$ cat config.mk
export PLATFORM = sky130hd
export DESIGN_NAME = core_runctl
export DESIGN_NICKNAME = d
export VERILOG_FILES = /design/src/rtl/runctl_pkg.sv /design/src/rtl/runctl_decode.sv /design/src/rtl/runctl_slice.sv /design/src/rtl/core_runctl.sv
export SDC_FILE = /design/constraint.sdc
export NUM_CORES = 1
export LEC_CHECK = 0
export BUFFER_PORTS_ARGS = -buffer_cell sky130_fd_sc_hd__buf_4
export CORE_AREA = 3 3 57 59
export CTS_BUF_LIST = sky130_fd_sc_hd__clkbuf_2
export CTS_CLUSTER_SIZE = 16
export DETAILED_ROUTE_END_ITERATION = 7
export DIE_AREA = 0 0 60 62
export HOLD_SLACK_MARGIN = 0.02
export PLACE_DENSITY_LB_ADDON = 0.15
export SETUP_SLACK_MARGIN = 0.1
export SLEW_MARGIN = 0
export SYNTH_ARGS = -nofsm -noshare
export SYNTH_HDL_FRONTEND = slang
export SYNTH_SLANG_ARGS = --single-unit
$ cat constraint.sdc
create_clock -name clk -period 2.8 [get_ports clk]
set_input_delay 0.42 -clock clk [delete_from_list [all_inputs] [get_ports clk]]
set_output_delay 0.42 -clock clk [all_outputs]
set_load 0.05 [all_outputs]
$ cat src/rtl/runctl_pkg.sv
package runctl_pkg;
  localparam int ADDR_W = 16;
  localparam int DATA_W = 64;

  localparam logic [ADDR_W-1:0] WIN_LOCAL = 16'h2000;
  localparam logic [ADDR_W-1:0] WIN_OTHER = 16'h4000;
  localparam logic [ADDR_W-1:0] OFS_STOP  = 16'h0020;
  localparam logic [ADDR_W-1:0] OFS_RUN   = 16'h0028;
  localparam logic [ADDR_W-1:0] OFS_STAT  = 16'h0030;

  localparam int NUM_WIN = 2;

  typedef enum logic [1:0] {
    SEL_NONE = 2'd0,
    SEL_RUN  = 2'd1,
    SEL_STOP = 2'd2,
    SEL_STAT = 2'd3
  } reg_sel_e;
endpackage

$ cat src/rtl/runctl_decode.sv
module runctl_decode
  import runctl_pkg::*;
(
  input  logic [ADDR_W-1:0] addr_i,
  output reg_sel_e          sel_o
);
  logic [ADDR_W-1:0] bases [NUM_WIN];
  assign bases[0] = WIN_LOCAL;
  assign bases[1] = WIN_OTHER;

  logic [NUM_WIN-1:0] hit_run, hit_stop, hit_stat;

  for (genvar w = 0; w < NUM_WIN; w++) begin : g_win
    assign hit_run[w]  = (addr_i == bases[w] + OFS_RUN);
    assign hit_stop[w] = (addr_i == bases[w] + OFS_STOP);
    assign hit_stat[w] = (addr_i == bases[w] + OFS_STAT);
  end

  always_comb begin
    if (|hit_run)       sel_o = SEL_RUN;
    else if (|hit_stop) sel_o = SEL_STOP;
    else if (|hit_stat) sel_o = SEL_STAT;
    else                sel_o = SEL_NONE;
  end
endmodule

$ cat src/rtl/runctl_slice.sv
module runctl_slice (
  input  logic clk,
  input  logic rst_n,
  input  logic run_i,
  input  logic stop_i,
  output logic running_o,
  output logic rst_pulse_o,
  output logic halt_pulse_o
);
  logic do_start, do_halt;

  // Stop is checked first; a core named by both never starts.
  assign do_halt  = stop_i && running_o;
  assign do_start = run_i && !stop_i && !running_o;

  always_ff @(posedge clk or negedge rst_n) begin
    if (!rst_n) begin
      running_o    <= 1'b0;
      rst_pulse_o  <= 1'b0;
      halt_pulse_o <= 1'b0;
    end else begin
      rst_pulse_o  <= do_start;
      halt_pulse_o <= do_halt;
      if (do_halt)       running_o <= 1'b0;
      else if (do_start) running_o <= 1'b1;
    end
  end
endmodule

$ cat src/rtl/core_runctl.sv
module core_runctl
  import runctl_pkg::*;
#(
  parameter int              NUM_CORES = 1,
  parameter logic [63:0]     BOOT_MASK = 64'h1
) (
  input  logic                 clk,
  input  logic                 rst_n,
  input  logic [15:0]          bus_addr,
  input  logic                 bus_wr,
  input  logic [63:0]          bus_wdata,
  input  logic                 bus_rd,
  output logic [63:0]          bus_rdata,
  output logic [NUM_CORES-1:0] core_rst,
  output logic [NUM_CORES-1:0] core_halt
);
  localparam logic [NUM_CORES-1:0] BOOT_BITS = BOOT_MASK[NUM_CORES-1:0];

  reg_sel_e               sel;
  logic                   boot_q;
  logic [NUM_CORES-1:0]   run_vec, stop_vec, running_q;

  runctl_decode u_dec (.addr_i(bus_addr), .sel_o(sel));

  always_ff @(posedge clk or negedge rst_n) begin
    if (!rst_n) boot_q <= 1'b1;
    else        boot_q <= 1'b0;
  end

  always_comb begin
    run_vec  = boot_q ? BOOT_BITS : '0;
    stop_vec = '0;
    if (bus_wr && sel == SEL_RUN)  run_vec  = run_vec | bus_wdata[NUM_CORES-1:0];
    if (bus_wr && sel == SEL_STOP) stop_vec = bus_wdata[NUM_CORES-1:0];
  end

  for (genvar i = 0; i < NUM_CORES; i++) begin : g_core
    runctl_slice u_slice (
      .clk         (clk),
      .rst_n       (rst_n),
      .run_i       (run_vec[i]),
      .stop_i      (stop_vec[i]),
      .running_o   (running_q[i]),
      .rst_pulse_o (core_rst[i]),
      .halt_pulse_o(core_halt[i])
    );
  end

  if (NUM_CORES < 64) begin : g_hi
    logic unused_wdata_hi;
    assign unused_wdata_hi = ^bus_wdata[63:NUM_CORES];
  end

  assign bus_rdata = (bus_rd && sel == SEL_STAT) ? 64'(running_q) : 64'h0;
endmodule

# Word-level counts from Yosys, hierarchy flattened
# Index checks and enable logic that the tools add are counted.
[word_totals]
regBits = 4
romBits = 0
ram_bits = 0
word_cells = 35
inputBits = 84
latchBits = 0
n_memories = 0
[classes]
magnitude_cmp = 0
add_sub_neg = 0
multipliers = 0
eq_ne = 9
n_reduce_logical = 12
mux = 9
bitwise = 1
shift = 0
n_div = 0
[ops]
columns = ["op", "n"]
rows = [
  ["$eq 16x14->1 const B", 3],
  ["$eq 16x15->1 const B", 3],
  ["$logic_and 1x1->1", 6],
  ["$mux 1", 6],
  ["$mux 2", 3],
  ["$reduce_or 2->1", 3],
  ["$eq 2x2->1 const B", 2],
  ["$eq 2x1->1 const B", 1],
  ["$logic_not 1->1", 2],
  ["$reduce_bool 2->1", 1],
  ["$or 1x1->1", 1],
]

# Longest topological paths before layout
[logic_depth]
ltp_word = 13
ltp_mapped = 4

# By module
# From an unflattened synthesis, not the netlist that was laid out.
[unflattened]
cells_unflattened = 84
area_unflattened_um2 = 713.2
[by_module_without_submodules]
columns = ["mod", "area_per_inst_um2", "cells_per_inst", "n_inst"]
rows = [
  ["core_runctl", 535.5, 70, 1],
  ["runctl_slice", 105.1, 6, 1],
  ["runctl_decode", 72.6, 8, 1],
]

# Worst setup path after synthesis
# No wires, ideal clock.
[synth_timing]
path_type = "input port to output port"
from = "input bus_addr[15]"
to = "output bus_rdata[0]"
t_arrival_ps = 2413
stages = 3
t_required_ps = 2380
path_buffers = 0
setup_slack_ps = -33
cell_sequence = "nor4_2 nand4_2 nor4_1"
[synth_via]
elab_chain_len = 8
word_cells_on_any_way = 15
cone_classes = "eq/ne (7); mux (4); reduce/logical (4)"
[synth_rtl]
columns = ["element", "line", "text"]
rows = [
  ["start: declaration", "core_runctl.sv:9", "input logic [15:0] bus_addr,"],
  ["$eq 16x14->1 / $eq 16x15->1 (equally long branches)", "runctl_decode.sv:16", "assign hit_stat[w] = (addr_i == bases[w] + OFS_STAT);"],
  ["$reduce_or 2->1", "runctl_decode.sv:22", "else if (|hit_stat) sel_o = SEL_STAT;"],
  ["$mux 2", "runctl_decode.sv:22", ""],
  ["$mux 2", "runctl_decode.sv:21", "else if (|hit_stop) sel_o = SEL_STOP;"],
  ["$mux 2 *", "runctl_decode.sv:20", "if (|hit_run) sel_o = SEL_RUN;"],
  ["$eq 2x2->1 *", "core_runctl.sv:54", "assign bus_rdata = (bus_rd && sel == SEL_STAT) ? 64'(running_q) : 64'h0;"],
  ["$logic_and 1x1->1 *", "core_runctl.sv:54", ""],
  ["$mux 1 *", "core_runctl.sv:54", ""],
  ["end: declaration", "core_runctl.sv:13", "output logic [63:0] bus_rdata,"],
]
# Every way passes the cells marked *; elsewhere a longest branch is shown, timed or not.

# Worst setup path in the final report
# Ends and elaborated chain as after synthesis.

==> run metrics <==
Clock Sinks=4; max incr delay on CP=0.31 ns; Worst-Skew Late Latency=0.20 ns; initial antenna violation count=0; crit path cell chain=buf_4 > nor4_2 > nand4_2 > nor4_2 > buf_4; RR Endpoint=g_core[0].u_slice.halt_pulse_o; H-tree depth=1; clk buf depth=2; Setup TNS=0 ns; yosys warns=0; Min Hold Slack=0.397 ns; CTS tree=yes; PortBufs=23; FILL cells=317; RSZ-0062 raised after global routing=no; first-pass GRT wire length=1440 um; Top Ports=150; global routing usage on met3=0.0269; total gr overflow=0; die area=3720 sq um; Rows=19; clk slew on worst S/H paths=0.05 ns; ratio of cells with drive above 1 in the final layout=0.304; Critical Path RT=between 2 and 2.5 ns; M2 GR Usage=0.116; Vias=around 420; Worst Hold Class=input port to flip-flop; global-route met1 utilization=0.0358; Worst Setup End Kind=primary output; Cells on Worst Hold Path=2; synthesized netlist cell count=84; Vias/cell=2.94; sequential area share after synthesis=0.142; share of the clock period used by the worst path=0.714; post-CTS setup buffer count=0; Num CTS Buffers=3; R2R Path Start=g_core[0].u_slice.running_o; leak pwr=approximately 0.44 nW; CTS root buf=clkbuf_2; Final Hold Vio Count=0; # DRC=0; Period minus WS final=2.00 ns; setup slack on the worst flop-to-flop path=1.98 ns; Max Cap Viol=0; chip width=60 um; Final Instance Count excl. Fillers=143; WP data arrival=1.58 ns; final setup fails=0; 1st-pass router iterations=2; Worst Reg2Reg Path Length in Cells=2; Post-DP HPWL=1100 um; vias in the first global route=between 300 and 400; grt peak-use layer=met2; crit path max fanout=5; outcome=finished, final reports clean; Setup WS pre-CTS=0.773 ns; Die Ht=62 um; core area=approximately 2800 sq um; Final Util=0.262; Post-Syn Area=712 sq um; largest net degree at the start of global routing=6; WL/cell=8.29 um; Synth Area per Inst=8.48 sq um; PD cells=466 nW/um^2; post-synth top area cell=buf_4; final worst setup slack=0.802 ns; gr usage total=0.0554; fmax=500 MHz; WL final=1190 um; Synth area leaders=buf_4 (66%), dfrtp_1 (11%), dfstp_2 (3.7%), nor4_2 (3.5%), o41ai_2 (2.3%); placed cells=138; worst setup path category=input port to primary output; initial core utilization=0.258; Nets=197; area delta synth->final=1.58%; Routability Congestion=0.627; worst hold endpoint=g_core[0].u_slice.halt_pulse_o; Yosys top cell area share=0.664; DR iter-0 viols=2; CP Launch Type=input port; Final Skew=0.00730 ns; number of synthesized register bits=4; worst hold start=bus_addr[3]; Ant. Diodes=0; Slew Viols, Final=0; DRT antenna net count=0; Distinct cells, synth=16; slowest cell on the critical path=nor4_2; peak supply drop=about 0.17 mV
-- logic make-up (layout without fill, tap and decap cells) --
| logic type | count (synthesis) | in the layout | share of synthesized area |
|---|---|---|---|
| mux | 1 | 1 | 0.0141 |
| xor+xnor | 1 | 1 | 0.0123 |
| simple gates | 10 | 10 | 0.118 |
| buf+inv | 65 | 30 | 0.675 |
| other cells | 1 | 64 | 0.00527 |
| flops | 4 | 4 | 0.142 |
| compound gates | 2 | 2 | 0.0334 |
-- sequential cells by signal, summed over array words and instances (netlist names) --
signal                       count
g_core.u_slice.running_o         1
g_core.u_slice.halt_pulse_o      1
g_core.u_slice.rst_pulse_o       1
boot_q                           1
-- stage by stage --
| step | power [W] | cell area [sq um] |
|---|---|---|
| 2_1_floorplan | 0.000317 | 955 |
| 3_3_place_gp | 0.000273 | 693 |
| 3_5_place_dp | 0.000273 | 693 |
| 4_1_cts | 0.000339 | 723 |
| 5_1_grt | 0.000354 | 723 |
| 6_report | 0.000337 | 723 |
-- worst max-delay path: cells and delay by family --
kind          cells  cell delay, ns
simple gates      3            0.80
buf+inv           2            0.35
-- area by class of cell --
type | instances | area [sq um] | share of cell area
Tap cell | 31 | 38.8 | 0.0536
Inverter | 2 | 7.51 | 0.0104
Clock buffer | 4 | 20.0 | 0.0277
Timing Repair Buffer | 24 | 183 | 0.253
Sequential cell | 4 | 101 | 0.140
Multi-Input combinational cell | 78 | 373 | 0.516
-- placed cells by master, fill, tap and decap left out --
cell and instances:
xor2_1 1, nand2_1 1, nor4_2 3, mux2i_1 1, nor2_1 2, dfstp_2 1
o211ai_1 1, nand3b_1 1, dfrtp_1 3, buf_4 23, nand4_2 1, o41ai_2 1
nor4b_2 1, conb_1 64, dlygate4sd3_1 1, inv_1 2, nor4_1 1, clkbuf_2 4
-- cells in the mapped netlist, drive strengths merged --
library cell,n
nand2,1
nor2,2
nand3b,1
dfrtp,3
conb,1
nor4,4
nand4,1
inv,2
mux2i,1
dfstp,1
buf,63
o41ai,1
nor4b,1
o211ai,1
xor2,1
-- repair_timing --
item	4_1_cts	5_1_grt
endpoints found under the hold margin	3	0
resized for setup	0	0
hold buffers	1	0
-- worst max path at each step --
stage                 startpoint            to  cells after the start
global route        bus_addr[15]  bus_rdata[0]                      5
CTS                 bus_addr[15]  bus_rdata[0]                      5
global placement    bus_addr[15]  bus_rdata[0]                      5
finish              bus_addr[15]  bus_rdata[0]                      5
detailed placement  bus_addr[15]  bus_rdata[0]                      5
floorplan           bus_addr[15]  bus_rdata[0]                      3
-- power by group --
| group | switching [W] | internal, W | total (W) |
|---|---|---|---|
| registers | 0.000000345 | 0.0000593 | 0.0000597 |
| clock network | 0.0000237 | 0.0000377 | 0.0000614 |
| logic | 0.000195 | 0.0000211 | 0.000216 |
-- per-layer routing --
layer / wire length [um] / vias up
met3: 171 / 0
met5: 0 / -
met1: 237 / 188
li1: - / 197
met4: 0 / 0
met2: 777 / 36
Note: power is estimated with default switching activity, not from simulation.
